File: config.mk
export PLATFORM = sky130hd
export DESIGN_NAME = tbj_justify_buffer
export DESIGN_NICKNAME = d
export VERILOG_FILES = /design/src/rtl/tbj_pkg.sv /design/src/rtl/tbj_store.sv /design/src/rtl/tbj_pointers.sv /design/src/rtl/tbj_just_ctrl.sv /design/src/rtl/tbj_justify_buffer.sv
export SDC_FILE = /design/constraint.sdc
export NUM_CORES = 1
export LEC_CHECK = 0
export CAP_MARGIN = 20
export CORE_MARGIN = 2
export CORE_UTILIZATION = 30
export CTS_CLUSTER_DIAMETER = 60
export DETAILED_ROUTE_END_ITERATION = 10
export DONT_BUFFER_PORTS = 1
export PLACE_DENSITY = 0.42
export SLEW_MARGIN = 20
export SYNTH_ARGS = -nofsm -noshare
export SYNTH_HDL_FRONTEND = slang
export SYNTH_SLANG_ARGS = --single-unit
File: constraint.sdc
create_clock -name clk -period 6.7 [get_ports clk]
set_input_delay 1.34 -clock clk [delete_from_list [all_inputs] [get_ports clk]]
set_output_delay 1.34 -clock clk [all_outputs]
set_load 0.005 [all_outputs]
File: src/rtl/tbj_pkg.sv
package tbj_pkg;
    typedef enum logic [1:0] {
        JS_COLLECT    = 2'd0,
        JS_HOLD_DATA  = 2'd1,
        JS_HOLD_STUFF = 2'd2
    } just_state_e;
endpackage

File: src/rtl/tbj_store.sv
module tbj_store #(
    parameter int DEPTH = 16,
    localparam int AW = $clog2(DEPTH)
) (
    input  logic          clk,
    input  logic          rst,
    input  logic          we,
    input  logic [AW-1:0] waddr,
    input  logic          wdata,
    input  logic          re,
    input  logic [AW-1:0] raddr,
    output logic          rdata,
    output logic          rvalid
);
    logic [DEPTH-1:0] cells_q;

    always_ff @(posedge clk) begin
        if (rst) begin
            cells_q <= '0;
        end else if (we) begin
            cells_q[waddr] <= wdata;
        end
    end

    always_ff @(posedge clk) begin
        if (rst) begin
            rdata  <= 1'b0;
            rvalid <= 1'b0;
        end else begin
            rvalid <= re;
            rdata  <= re ? cells_q[raddr] : 1'b0;
        end
    end

    // a read in one cycle gives a valid bit in the next
    assert_read_latency_R2: assert property (@(posedge clk) disable iff (rst)
        re |=> rvalid);
    assert_idle_no_valid_R10: assert property (@(posedge clk) disable iff (rst)
        !re |=> !rvalid);
endmodule

File: src/rtl/tbj_pointers.sv
module tbj_pointers #(
    parameter int DEPTH = 16,
    localparam int AW = $clog2(DEPTH),
    localparam int FW = AW + 1
) (
    input  logic          clk,
    input  logic          rst,
    input  logic          wr_req,
    input  logic          rd_req,
    output logic          wr_do,
    output logic          rd_do,
    output logic [AW-1:0] wr_addr,
    output logic [AW-1:0] rd_addr,
    output logic [FW-1:0] fill,
    output logic          ovf_err,
    output logic          unf_err
);
    localparam logic [FW-1:0] HALF_FILL = FW'(DEPTH / 2);
    localparam logic [FW-1:0] FULL_FILL = FW'(DEPTH);

    logic [FW-1:0] wr_ptr_q, rd_ptr_q;
    logic          full, empty;

    assign fill    = wr_ptr_q - rd_ptr_q;
    assign full    = (fill == FULL_FILL);
    assign empty   = (fill == '0);
    assign rd_do   = rd_req && !empty;
    assign wr_do   = wr_req && (!full || rd_do);
    assign wr_addr = wr_ptr_q[AW-1:0];
    assign rd_addr = rd_ptr_q[AW-1:0];

    always_ff @(posedge clk) begin
        if (rst) begin
            wr_ptr_q <= HALF_FILL;
            rd_ptr_q <= '0;
            ovf_err  <= 1'b0;
            unf_err  <= 1'b0;
        end else begin
            if (wr_do) wr_ptr_q <= wr_ptr_q + 1'b1;
            if (rd_do) rd_ptr_q <= rd_ptr_q + 1'b1;
            if (wr_req && !wr_do) ovf_err <= 1'b1;
            if (rd_req && empty)  unf_err <= 1'b1;
        end
    end

    assert_fill_bound_R3: assert property (@(posedge clk) disable iff (rst)
        fill <= FULL_FILL);
    assert_no_overflow_R7: assert property (@(posedge clk) disable iff (rst)
        (full && wr_req && !rd_req) |=> (ovf_err && $stable(wr_ptr_q)));
    assert_ovf_sticky_R7: assert property (@(posedge clk) disable iff (rst)
        ovf_err |=> ovf_err);
    assert_no_underflow_R8: assert property (@(posedge clk) disable iff (rst)
        (empty && rd_req) |=> (unf_err && $stable(rd_ptr_q)));
    assert_unf_sticky_R8: assert property (@(posedge clk) disable iff (rst)
        unf_err |=> unf_err);
endmodule

File: src/rtl/tbj_just_ctrl.sv
module tbj_just_ctrl
    import tbj_pkg::*;
#(
    parameter int DEPTH = 16,
    localparam int FW = $clog2(DEPTH) + 1
) (
    input  logic          clk,
    input  logic          rst,
    input  logic          decide,
    input  logic          frame_end,
    input  logic          stuff_slot,
    input  logic          rd_en,
    input  logic [FW-1:0] fill,
    output logic          rd_req,
    output logic          stuff_flag,
    output logic          decision_valid
);
    localparam logic [FW-1:0] HALF_FILL = FW'(DEPTH / 2);

    just_state_e state_q, state_d;

    always_ff @(posedge clk) begin
        if (rst) state_q <= JS_COLLECT;
        else     state_q <= state_d;
    end

    always_comb begin
        state_d = state_q;
        unique case (state_q)
            JS_COLLECT: begin
                if (decide) begin
                    state_d = (fill < HALF_FILL) ? JS_HOLD_STUFF : JS_HOLD_DATA;
                end
            end
            JS_HOLD_DATA:  if (frame_end) state_d = JS_COLLECT;
            JS_HOLD_STUFF: if (frame_end) state_d = JS_COLLECT;
            default:       state_d = JS_COLLECT;
        endcase
    end

    always_comb begin
        stuff_flag     = 1'b0;
        decision_valid = 1'b0;
        rd_req         = rd_en;
        unique case (state_q)
            JS_COLLECT: ;
            JS_HOLD_DATA: begin
                decision_valid = 1'b1;
                rd_req         = rd_en || stuff_slot;
            end
            JS_HOLD_STUFF: begin
                decision_valid = 1'b1;
                stuff_flag     = 1'b1;
            end
            default: ;
        endcase
    end

    assert_decide_R4: assert property (@(posedge clk) disable iff (rst)
        (!decision_valid && decide) |=>
            (decision_valid && (stuff_flag == ($past(fill) < HALF_FILL))));
    assert_flag_held_R6: assert property (@(posedge clk) disable iff (rst)
        (decision_valid && !frame_end) |=> (decision_valid && $stable(stuff_flag)));
    assert_frame_close_R6: assert property (@(posedge clk) disable iff (rst)
        (decision_valid && frame_end) |=> !decision_valid);
endmodule

File: src/rtl/tbj_justify_buffer.sv
module tbj_justify_buffer #(
    parameter int DEPTH = 16,
    localparam int AW = $clog2(DEPTH),
    localparam int FW = AW + 1
) (
    input  logic          clk,
    input  logic          rst,
    input  logic          wr_en,
    input  logic          wr_bit,
    input  logic          rd_en,
    input  logic          stuff_slot,
    input  logic          decide,
    input  logic          frame_end,
    output logic          rd_bit,
    output logic          rd_valid,
    output logic          stuff_flag,
    output logic          decision_valid,
    output logic [FW-1:0] fill_level,
    output logic          overflow_err,
    output logic          underflow_err
);
    logic          rd_req, rd_do, wr_do;
    logic [AW-1:0] wr_addr, rd_addr;

    tbj_just_ctrl #(.DEPTH(DEPTH)) ctrl_i (
        .clk(clk), .rst(rst), .decide(decide), .frame_end(frame_end),
        .stuff_slot(stuff_slot), .rd_en(rd_en), .fill(fill_level),
        .rd_req(rd_req), .stuff_flag(stuff_flag), .decision_valid(decision_valid)
    );

    tbj_pointers #(.DEPTH(DEPTH)) ptr_i (
        .clk(clk), .rst(rst), .wr_req(wr_en), .rd_req(rd_req),
        .wr_do(wr_do), .rd_do(rd_do), .wr_addr(wr_addr), .rd_addr(rd_addr),
        .fill(fill_level), .ovf_err(overflow_err), .unf_err(underflow_err)
    );

    tbj_store #(.DEPTH(DEPTH)) store_i (
        .clk(clk), .rst(rst), .we(wr_do), .waddr(wr_addr), .wdata(wr_bit),
        .re(rd_do), .raddr(rd_addr), .rdata(rd_bit), .rvalid(rd_valid)
    );

    // an empty stuffable slot on a stuffed frame yields no data bit
    assert_stuffed_slot_empty_R5: assert property (@(posedge clk) disable iff (rst)
        (stuff_flag && stuff_slot && !rd_en) |=> !rd_valid);
    assert_gap_no_read_R10: assert property (@(posedge clk) disable iff (rst)
        (!rd_en && !stuff_slot) |=> (!rd_valid && fill_level >= $past(fill_level)));
endmodule

==> impl_metrics.py, run 1 <==
metrics = {
    "run_status": {
        "status": "finished, final reports clean",
    },
    "drt": {
        "drtIter0Drc": 60,
        "drc": 0,
        "avgRoutedWirePerCell_um": 15.8,
        "wl_mm": 4.62,
        "ant_nets": 0,
        "vias_per_cell": 4.94,
        "num_vias": 1447,
        "first_pass_iters": 4,
    },
    "global_routing": {
        "grt_max_degree": 44,
        "grt_pass1_vias": 1429,
        "grtUsageTotal_pct": 13.6,
        "overflow": 0,
        "grt_pass1_wl_mm": 7.71,
        "antenna_found_initial": 0,
    },
    "timing": {
        "setup_violations": 0,
        "slew_viol_final": 0,
        "finalSetupTns_ns": 0,
        "timing.fmax_mhz": 255,
        "finClkSkew_ns": 0.00451,
        "rsz0062_at_grt": "false",
        "period_needed_ns": 3.91,
        "max_slew.worst_pin.slew_ns": 0.815,
        "fin_crit_sh_pct": 58.4,
        "slew_headroom_pct": 44.6,
        "finalHoldViolations": 0,
    },
    "setup_path": {
        "cp_cell_sequence": "ha_1 > fa_1 > nand2b_1 > o2bb2ai_1 > xnor2_1 > inv_1",
        "required_ns": 5.36,
        "end_kind": "primary output",
        "cp_slowest_cell": "xnor2_1",
        "path_max_fanout": 9,
        "cp_top_family": "adder cells",
        "arrival_ns": 2.57,
        "path_buf_inv": 1,
        "cp-start-kind": "flip-flop",
        "critPathMaxStageDelay_ns": 0.58,
        "reg2reg_setup_slack_ns": 3.87,
        "crit_type": "flip-flop to primary output",
    },
    "pwr": {
        "power_density_nw_per_um2": 262,
        "power.leakage_nw": 0.884,
        "irDropWorstVdd_mv": 0.129,
    },
    "worst_hold_path": {
        "min_path_type": "flip-flop to flip-flop",
    },
    "cells_and_area": {
        "ff_latch_area_sq_um": 641,
        "drive_gt1_share_pct": 12.0,
        "filler_cell_count": 675,
        "area_growth_syn_to_layout_pct": 7.04,
        "multiInputGateArea_sq_um": 1250,
        "fin_nets": 237,
        "final_util_pct": 33.3,
        "n_antenna_cell": 0,
    },
    "clock_network": {
        "htreeDepth": 2,
        "cts.sinks": 32,
        "cts.reportedPaths.clkPinSlew_ns": 0.07,
        "postCtsHoldBufs": 0,
        "cts_root_buf": "clkbuf_8",
        "cts_tree": "built",
        "clkLatencyLatePin_ns": 0.29,
        "cts_max_path_buffers": 2,
        "cts_resized": 0,
        "cts_setup_buffers": 0,
        "cts_inserted_buffers": 5,
    },
    "floorplan": {
        "rows": 29,
        "dieWidth_um": 85.4,
        "dieArea_sq_um": 7300,
        "io_pins": 19,
        "die_h_um": 85.4,
        "coreArea_sq_um": 6390,
        "start_util_pct": 31.2,
    },
    "logic_synthesis": {
        "ys_seq_elements": 32,
        "yosys-top-cells-count": "dfxtp_1 (32), nor2_1 (30), nand2b_1 (24)",
        "synth.top_cell.area_share_pct": 32.2,
        "seq_area_frac_synth_pct": 32.2,
        "post-synth-top-count-cell": "dfxtp_1",
        "synth-edff-count": 0,
        "synth_fp_nets": 243,
        "synth_cell_types": 40,
        "synth_warnings": 0,
        "synth_area_leader_cell": "dfxtp_1",
        "synthTopCellsByArea": "dfxtp_1 (32%), mux2i_1 (10%), ha_1 (7.5%), nand2b_1 (7.5%), mux4_2 (5.7%)",
        "syn_area_per_cell_sq_um": 8.96,
        "synthArstFlopShare_pct": 0,
        "syn_area_sq_um": 1990,
        "synth-main-ff-cell": "dfxtp_1",
        "syn_inst": 222,
    },
    "place": {
        "numPortBuffers": 0,
        "dp_hpwl_mm": 3.23,
        "gp_congestion": 0.742,
    },
    "run": {
        "drv_cap": 0,
    },
}
-- per-stage QoR --
stage / hold WS [ns] / instances / power (mW) / setup slack, ns / area (sq um)
final: 0.475 / 293 / 0.558 / 2.79 / 2130
after global routing: 0.506 / 293 / 0.599 / 2.56 / 2130
after CTS: 0.481 / 293 / 0.569 / 2.77 / 2130
after detailed placement: 0.470 / 286 / 0.401 / 3.10 / 2030
after global placement: 0.459 / 286 / 0.402 / 3.22 / 2030
after floorplan: 0.446 / 222 / 0.367 / 3.46 / 1990
-- logic make-up after synthesis --
kind of cell	count (synthesis)	synth area share (%)
flip-flops	32	32.2
AND/OR/NAND/NOR	78	20.1
multiplexers	33	20.4
buffers and inverters	26	5.28
XOR/XNOR	4	1.76
adder cells (fa/ha/maj)	13	8.55
AO/OA/AOI/OAI	36	11.7
-- power breakdown --
part | total, mW | internal, mW | switching, mW | leakage [nW]
sequential | 0.228 | 0.205 | 0.0226 | 0.259
clock | 0.165 | 0.0915 | 0.0731 | 0.0503
combinational | 0.165 | 0.0653 | 0.100 | 0.575
total | 0.558 | 0.362 | 0.196 | 0.884
-- worst min-delay path, stage by stage (launching register included) --
cell and delay [ns]:
dfxtp_1 0.31, nand2b_1 0.06, mux2i_1 0.06
-- layout make-up --
cell class                      instances  share of cell area, %
Clock buffer                            7                   4.52
Multi-Input combinational cell        164                   58.6
Sequential cell                        32                   30.1
Tap cell                               77                   4.52
Inverter                               13                   2.29
-- registers in the layout, summed over array words and instances (netlist names) --
name and count:
ctrl_i.state_q 2, ptr_i.ovf_err 1, ptr_i.rd_ptr_q 5, ptr_i.unf_err 1, ptr_i.wr_ptr_q 5, store_i.cells_q 16, store_i.rdata 1, store_i.rvalid 1
-- cell usage in the layout, fill, tap and decap left out, drive strengths merged --
master    n
nor3      5
o21ai    18
a41oi     1
a21o      1
a31oi     1
nand3b    1
inv      13
nor3b     1
a211oi    1
and3b     1
clkbuf    7
fa        1
a32oi     1
mux4      5
nand2b   24
or2       1
xor2      1
nor2     30
o21a      1
nand2     7
a21boi    3
dfxtp    32
o2bb2ai   1
xnor2     3
mux2      8
ha       12
a21oi     7
mux2i    20
o22ai     1
nand4     3
nor2b     5
-- metal layers --
layer,share of wire (%),track usage [%],up-vias,wire length (um)
met2,45,20.6,30,2070
li1,-,-,740,-
met5,0,0,-,0
met4,1.9,5.48,0,88
met1,49,18.7,669,2260
met3,4.3,3.31,8,201
-- worst paths after layout --
| check | endpoint | cells after the start | start |
|---|---|---|---|
| max | fill_level[4] | 6 | ptr_i.rd_ptr_q[0] |
| min | store_i.cells_q[15] | 2 | store_i.cells_q[15] |
| max reg2reg | store_i.rdata | 8 | ptr_i.rd_ptr_q[0] |
| min reg2reg | store_i.cells_q[15] | 2 | store_i.cells_q[15] |
Power figures use the tool's default switching activity.
==> inputs of run 2 (changes only) <==
==> constraint.sdc (replaced) <==
create_clock -name clk -period 3.9 [get_ports clk]
set_input_delay 0.78 -clock clk [delete_from_list [all_inputs] [get_ports clk]]
set_output_delay 0.78 -clock clk [all_outputs]
set_load 0.005 [all_outputs]
==> impl_metrics.py, run 2 (synthesis results as in run 1) <==
metrics = {
    "run_status": {
        "status": "finished, final reports clean",
    },
    "global_routing": {
        "grtUsageTotal_pct": 13.3,
        "antenna_found_initial": 0,
        "grt_max_degree": 44,
        "overflow": 0,
        "grt_pass1_wl_mm": 7.48,
        "grt_pass1_vias": 1469,
    },
    "timing": {
        "max_slew.worst_pin.slew_ns": 0.674,
        "rsz0062_at_grt": "false",
        "finalSetupTns_ns": 0,
        "fin_crit_sh_pct": 83.3,
        "timing.fmax_mhz": 308,
        "period_needed_ns": 3.25,
        "finalHoldViolations": 0,
        "setup_ws_ns": 0.652,
        "finClkSkew_ns": 0.00550,
        "slew_headroom_pct": 55.0,
        "slew_viol_final": 0,
        "setup_violations": 0,
    },
    "pwr": {
        "power.leakage_nw": 0.893,
        "p_total_uw": 993,
        "power_density_nw_per_um2": 463,
        "irDropWorstVdd_mv": 0.250,
    },
    "setup_path": {
        "end_kind": "primary output",
        "r2r_cells": 8,
        "arrival_ns": 2.47,
        "crit_type": "flip-flop to primary output",
        "cp-start-kind": "flip-flop",
        "path_max_fanout": 9,
        "required_ns": 3.12,
    },
    "clock_network": {
        "cts_tree": "built",
        "cts_root_buf": "clkbuf_8",
        "htreeDepth": 2,
        "cts_resized": 0,
        "cts.sinks": 32,
        "cts_max_path_buffers": 2,
        "postCtsHoldBufs": 0,
        "clkLatencyLatePin_ns": 0.29,
        "cts_setup_buffers": 0,
        "cts_inserted_buffers": 5,
        "cts.reportedPaths.clkPinSlew_ns": 0.07,
    },
    "worst_hold_path": {
        "hold_depth": 2,
        "min_path_type": "flip-flop to flip-flop",
    },
    "floorplan": {
        "io_pins": 19,
        "start_util_pct": 31.2,
        "rows": 29,
        "die_h_um": 85.4,
        "coreArea_sq_um": 6390,
        "dieArea_sq_um": 7300,
        "dieWidth_um": 85.4,
    },
    "cells_and_area": {
        "filler_cell_count": 665,
        "fin_nets": 238,
        "drive_gt1_share_pct": 11.9,
        "top_register": "store_i.cells_q",
        "final_common_cell": "dfxtp_1",
        "area_growth_syn_to_layout_pct": 7.80,
        "top_regs": "store_i.cells_q: 16 flops, ptr_i.rd_ptr_q: 5 flops, ptr_i.wr_ptr_q: 5 flops",
        "largest_reg_flops": 16,
        "mostFrequentLayoutCells": "dfxtp_1 (32), nor2_1 (30), nand2b_1 (24)",
        "n_antenna_cell": 0,
    },
    "drt": {
        "wl_mm": 4.45,
        "avgRoutedWirePerCell_um": 15.1,
        "num_vias": 1464,
        "ant_nets": 0,
        "first_pass_iters": 4,
        "drtIter0Drc": 79,
        "drc": 0,
        "vias_per_cell": 4.96,
    },
    "place": {
        "dp_hpwl_mm": 3.14,
        "post-place-ws_ns": 0.944,
        "gp_congestion": 0.735,
        "numPortBuffers": 0,
    },
    "run": {
        "drv_cap": 0,
    },
}
[run 2: path summary, 6_finish.rpt]
path	slack, ns	startpoint	end
worst max-delay path	0.65	ptr_i.rd_ptr_q[0]	fill_level[4]
worst min-delay path	0.48	store_i.cells_q[14]	store_i.cells_q[14]
worst max register to register	1.23	ptr_i.rd_ptr_q[0]	store_i.rdata
worst min register to register	0.48	store_i.cells_q[14]	store_i.cells_q[14]
[run 2: area by class of cell]
type | instances | area [sq um] | area share (%)
multi-input cells | 164 | 1240 | 58.0
repair buffers | 1 | 7.51 | 0.350
well taps | 77 | 96.3 | 4.49
flip-flops and latches | 32 | 641 | 29.9
clock inverters | 2 | 35.0 | 1.63
clock buffers | 6 | 72.6 | 3.38
inverters | 13 | 48.8 | 2.28
[run 2: metrics by stage]
| stage | instances | hold slack (ns) | instance area (sq um) | util [%] |
|---|---|---|---|---|
| 3_5_place_dp | 287 | 0.464 | 2040 | 31.9 |
| 2_1_floorplan | 222 | 0.446 | 1990 | - |
| 4_1_cts | 295 | 0.478 | 2140 | 33.6 |
| 3_3_place_gp | 287 | 0.463 | 2040 | 31.9 |
| 6_report | 295 | 0.477 | 2140 | 33.6 |
| 5_1_grt | 295 | 0.497 | 2140 | 33.6 |
[run 2: layer usage]
layer	vias up	share of wire, %	track usage (%)
li1	741	-	-
met1	694	48	17.1
met2	22	47	21.4
met3	7	3.5	3.31
met4	0	1.7	5.19
met5	-	0	0
[run 2: critical path, stage by stage (launching register included)]
cell and delay, ns:
dfxtp_1 0.45, ha_1 0.29, fa_1 0.39, nand2b_1 0.15, o2bb2ai_1 0.19, xnor2_1 0.53
inv_1 0.18
[run 2: report_power, final]
| group | switching, mW | leakage (nW) | internal [mW] | total [mW] |
|---|---|---|---|---|
| registers | 0.0401 | 0.259 | 0.352 | 0.392 |
| logic | 0.170 | 0.578 | 0.111 | 0.281 |
| clock network | 0.131 | 0.0552 | 0.190 | 0.320 |
| total | 0.340 | 0.893 | 0.653 | 0.993 |
==> inputs of run 3 (changes only) <==
--- a/config.mk
+++ b/config.mk
@@ -11,7 +11,7 @@
 export CTS_CLUSTER_DIAMETER = 60
 export DETAILED_ROUTE_END_ITERATION = 10
 export DONT_BUFFER_PORTS = 1
-export PLACE_DENSITY = 0.42
+export PLACE_DENSITY = 0.43
 export SLEW_MARGIN = 20
 export SYNTH_ARGS = -nofsm -noshare
 export SYNTH_HDL_FRONTEND = slang
==> constraint.sdc (replaced) <==
create_clock -name clk -period 2.75 [get_ports clk]
set_input_delay 0.55 -clock clk [delete_from_list [all_inputs] [get_ports clk]]
set_output_delay 0.55 -clock clk [all_outputs]
set_load 0.005 [all_outputs]
==> impl_metrics.py, run 3 (synthesis results as in run 1) <==
metrics = {
    "run_status": {
        "status": "finished, final reports clean",
    },
    "drt": {
        "wl_mm": 4.37,
        "vias_per_cell": 4.88,
        "ant_nets": 0,
        "avgRoutedWirePerCell_um": 14.6,
        "drtIter0Drc": 68,
        "first_pass_iters": 4,
        "num_vias": 1460,
        "drc": 0,
    },
    "floorplan": {
        "rows": 29,
        "start_util_pct": 31.2,
        "coreArea_sq_um": 6390,
        "dieWidth_um": 85.4,
        "dieArea_sq_um": 7300,
        "die_h_um": 85.4,
        "io_pins": 19,
    },
    "pwr": {
        "power_density_nw_per_um2": 606,
        "power.leakage_nw": 0.906,
        "irDropWorstVdd_mv": 0.386,
    },
    "cells_and_area": {
        "mostFrequentLayoutCells": "dfxtp_1 (31), nor2_1 (30), nand2b_1 (24)",
        "drive_gt1_share_pct": 14.4,
        "top_register": "store_i.cells_q",
        "top_regs": "store_i.cells_q: 16 flops, ptr_i.rd_ptr_q: 5 flops, ptr_i.wr_ptr_q: 5 flops",
        "n_antenna_cell": 0,
        "final_common_cell": "dfxtp_1",
        "fin_nets": 243,
        "largest_reg_flops": 16,
        "area_growth_syn_to_layout_pct": 8.55,
    },
    "clock_network": {
        "cts_tree": "built",
        "clkLatencyLatePin_ns": 0.28,
        "cts_inserted_buffers": 5,
        "cts_max_path_buffers": 2,
        "cts_setup_buffers": 0,
        "cts_root_buf": "clkbuf_8",
        "cts.reportedPaths.clkPinSlew_ns": 0.07,
        "cts_resized": 0,
        "htreeDepth": 2,
        "cts.sinks": 32,
        "postCtsHoldBufs": 0,
    },
    "place": {
        "post-place-ws_ns": 0.152,
        "numPortBuffers": 0,
        "dp_hpwl_mm": 3.23,
        "gp_congestion": 0.831,
    },
    "global_routing": {
        "grt_max_degree": 44,
        "antenna_found_initial": 0,
        "grt_pass1_wl_mm": 7.17,
        "grt_pass1_vias": 1431,
        "overflow": 0,
        "grtUsageTotal_pct": 12.7,
    },
    "setup_path": {
        "end_kind": "primary output",
        "required_ns": 2.20,
        "arrival_ns": 2.04,
        "critPathMaxStageDelay_ns": 0.39,
        "cp_cell_sequence": "inv_1 > ha_1 > fa_1 > nand2b_1 > o2bb2ai_2 > xnor2_1 > inv_1",
        "critPathMostFrequentCell": "inv_1",
        "crit_type": "flip-flop to primary output",
        "cp_slowest_cell": "fa_1",
        "cp-start-kind": "flip-flop",
        "path_max_fanout": 5,
    },
    "timing": {
        "fin_crit_sh_pct": 94.1,
        "slew_viol_final": 0,
        "rsz0062_at_grt": "false",
        "slew_headroom_pct": 57.3,
        "period_needed_ns": 2.59,
        "setup_ws_ns": 0.162,
        "finalHoldViolations": 0,
        "max_slew.worst_pin.slew_ns": 0.640,
        "timing.fmax_mhz": 386,
        "finalSetupTns_ns": 0,
        "setup_violations": 0,
        "finClkSkew_ns": 0.00319,
    },
    "worst_hold_path": {
        "min_path_type": "input port to flip-flop",
    },
    "run": {
        "drv_cap": 0,
    },
}
==> run 3: per-stage QoR <==
stage / utilization (%) / std cells / power (mW) / area [sq um] / hold WS [ns]
floorplan: - / 222 / 0.895 / 1990 / 0.446
global placement: 32.5 / 292 / 0.981 / 2070 / 0.462
detailed placement: 32.5 / 292 / 0.979 / 2070 / 0.465
CTS: 33.7 / 299 / 1.33 / 2150 / 0.326
global route: 33.8 / 299 / 1.41 / 2160 / 0.330
finish: 33.8 / 299 / 1.31 / 2160 / 0.338
==> run 3: path summary, 6_finish.rpt <==
path | startpoint | to | slack, ns | cells past startpoint
worst max-delay path | ptr_i.wr_ptr_q[0] | fill_level[4] | 0.16 | 7
worst min-delay path | rst | ctrl_i.state_q[0] | 0.34 | 1
worst max register to register | ptr_i.wr_ptr_q[0] | ptr_i.wr_ptr_q[4] | 0.25 | 8
worst min register to register | store_i.cells_q[12] | store_i.cells_q[12] | 0.47 | 2
==> run 3: report_power, final <==
part	total (mW)	internal (mW)	switching, mW
Clock	0.347	0.172	0.175
Combinational	0.424	0.167	0.257
Sequential	0.538	0.500	0.0378
Total	1.31	0.839	0.470
==> run 3: layout make-up <==
class,instances,area (sq um)
Clock buffer,6,72.6
Clock inverter,1,5.00
Multi-Input combinational cell,164,1250
Fill cell,683,4230
Tap cell,77,96.3
Inverter,13,48.8
Timing Repair Buffer,6,45.0
Sequential cell,32,642
==> run 3: metal layers <==
metal / vias up / GRT usage, % / share of wire (%)
met5: - / 0 / 0
met2: 23 / 20.7 / 46
met4: 0 / 3.90 / 0.96
met3: 4 / 2.72 / 3.5
met1: 683 / 16.7 / 49
li1: 750 / - / -
==> run 3: critical path, delay by kind of cell, from the launching register on <==
| family | cells | cell delay, ns |
|---|---|---|
| buf+inv | 2 | 0.22 |
| simple gates | 1 | 0.17 |
| xor+xnor | 1 | 0.24 |
| fa+ha+maj | 2 | 0.60 |
| compound gates | 1 | 0.15 |
| flops | 1 | 0.37 |
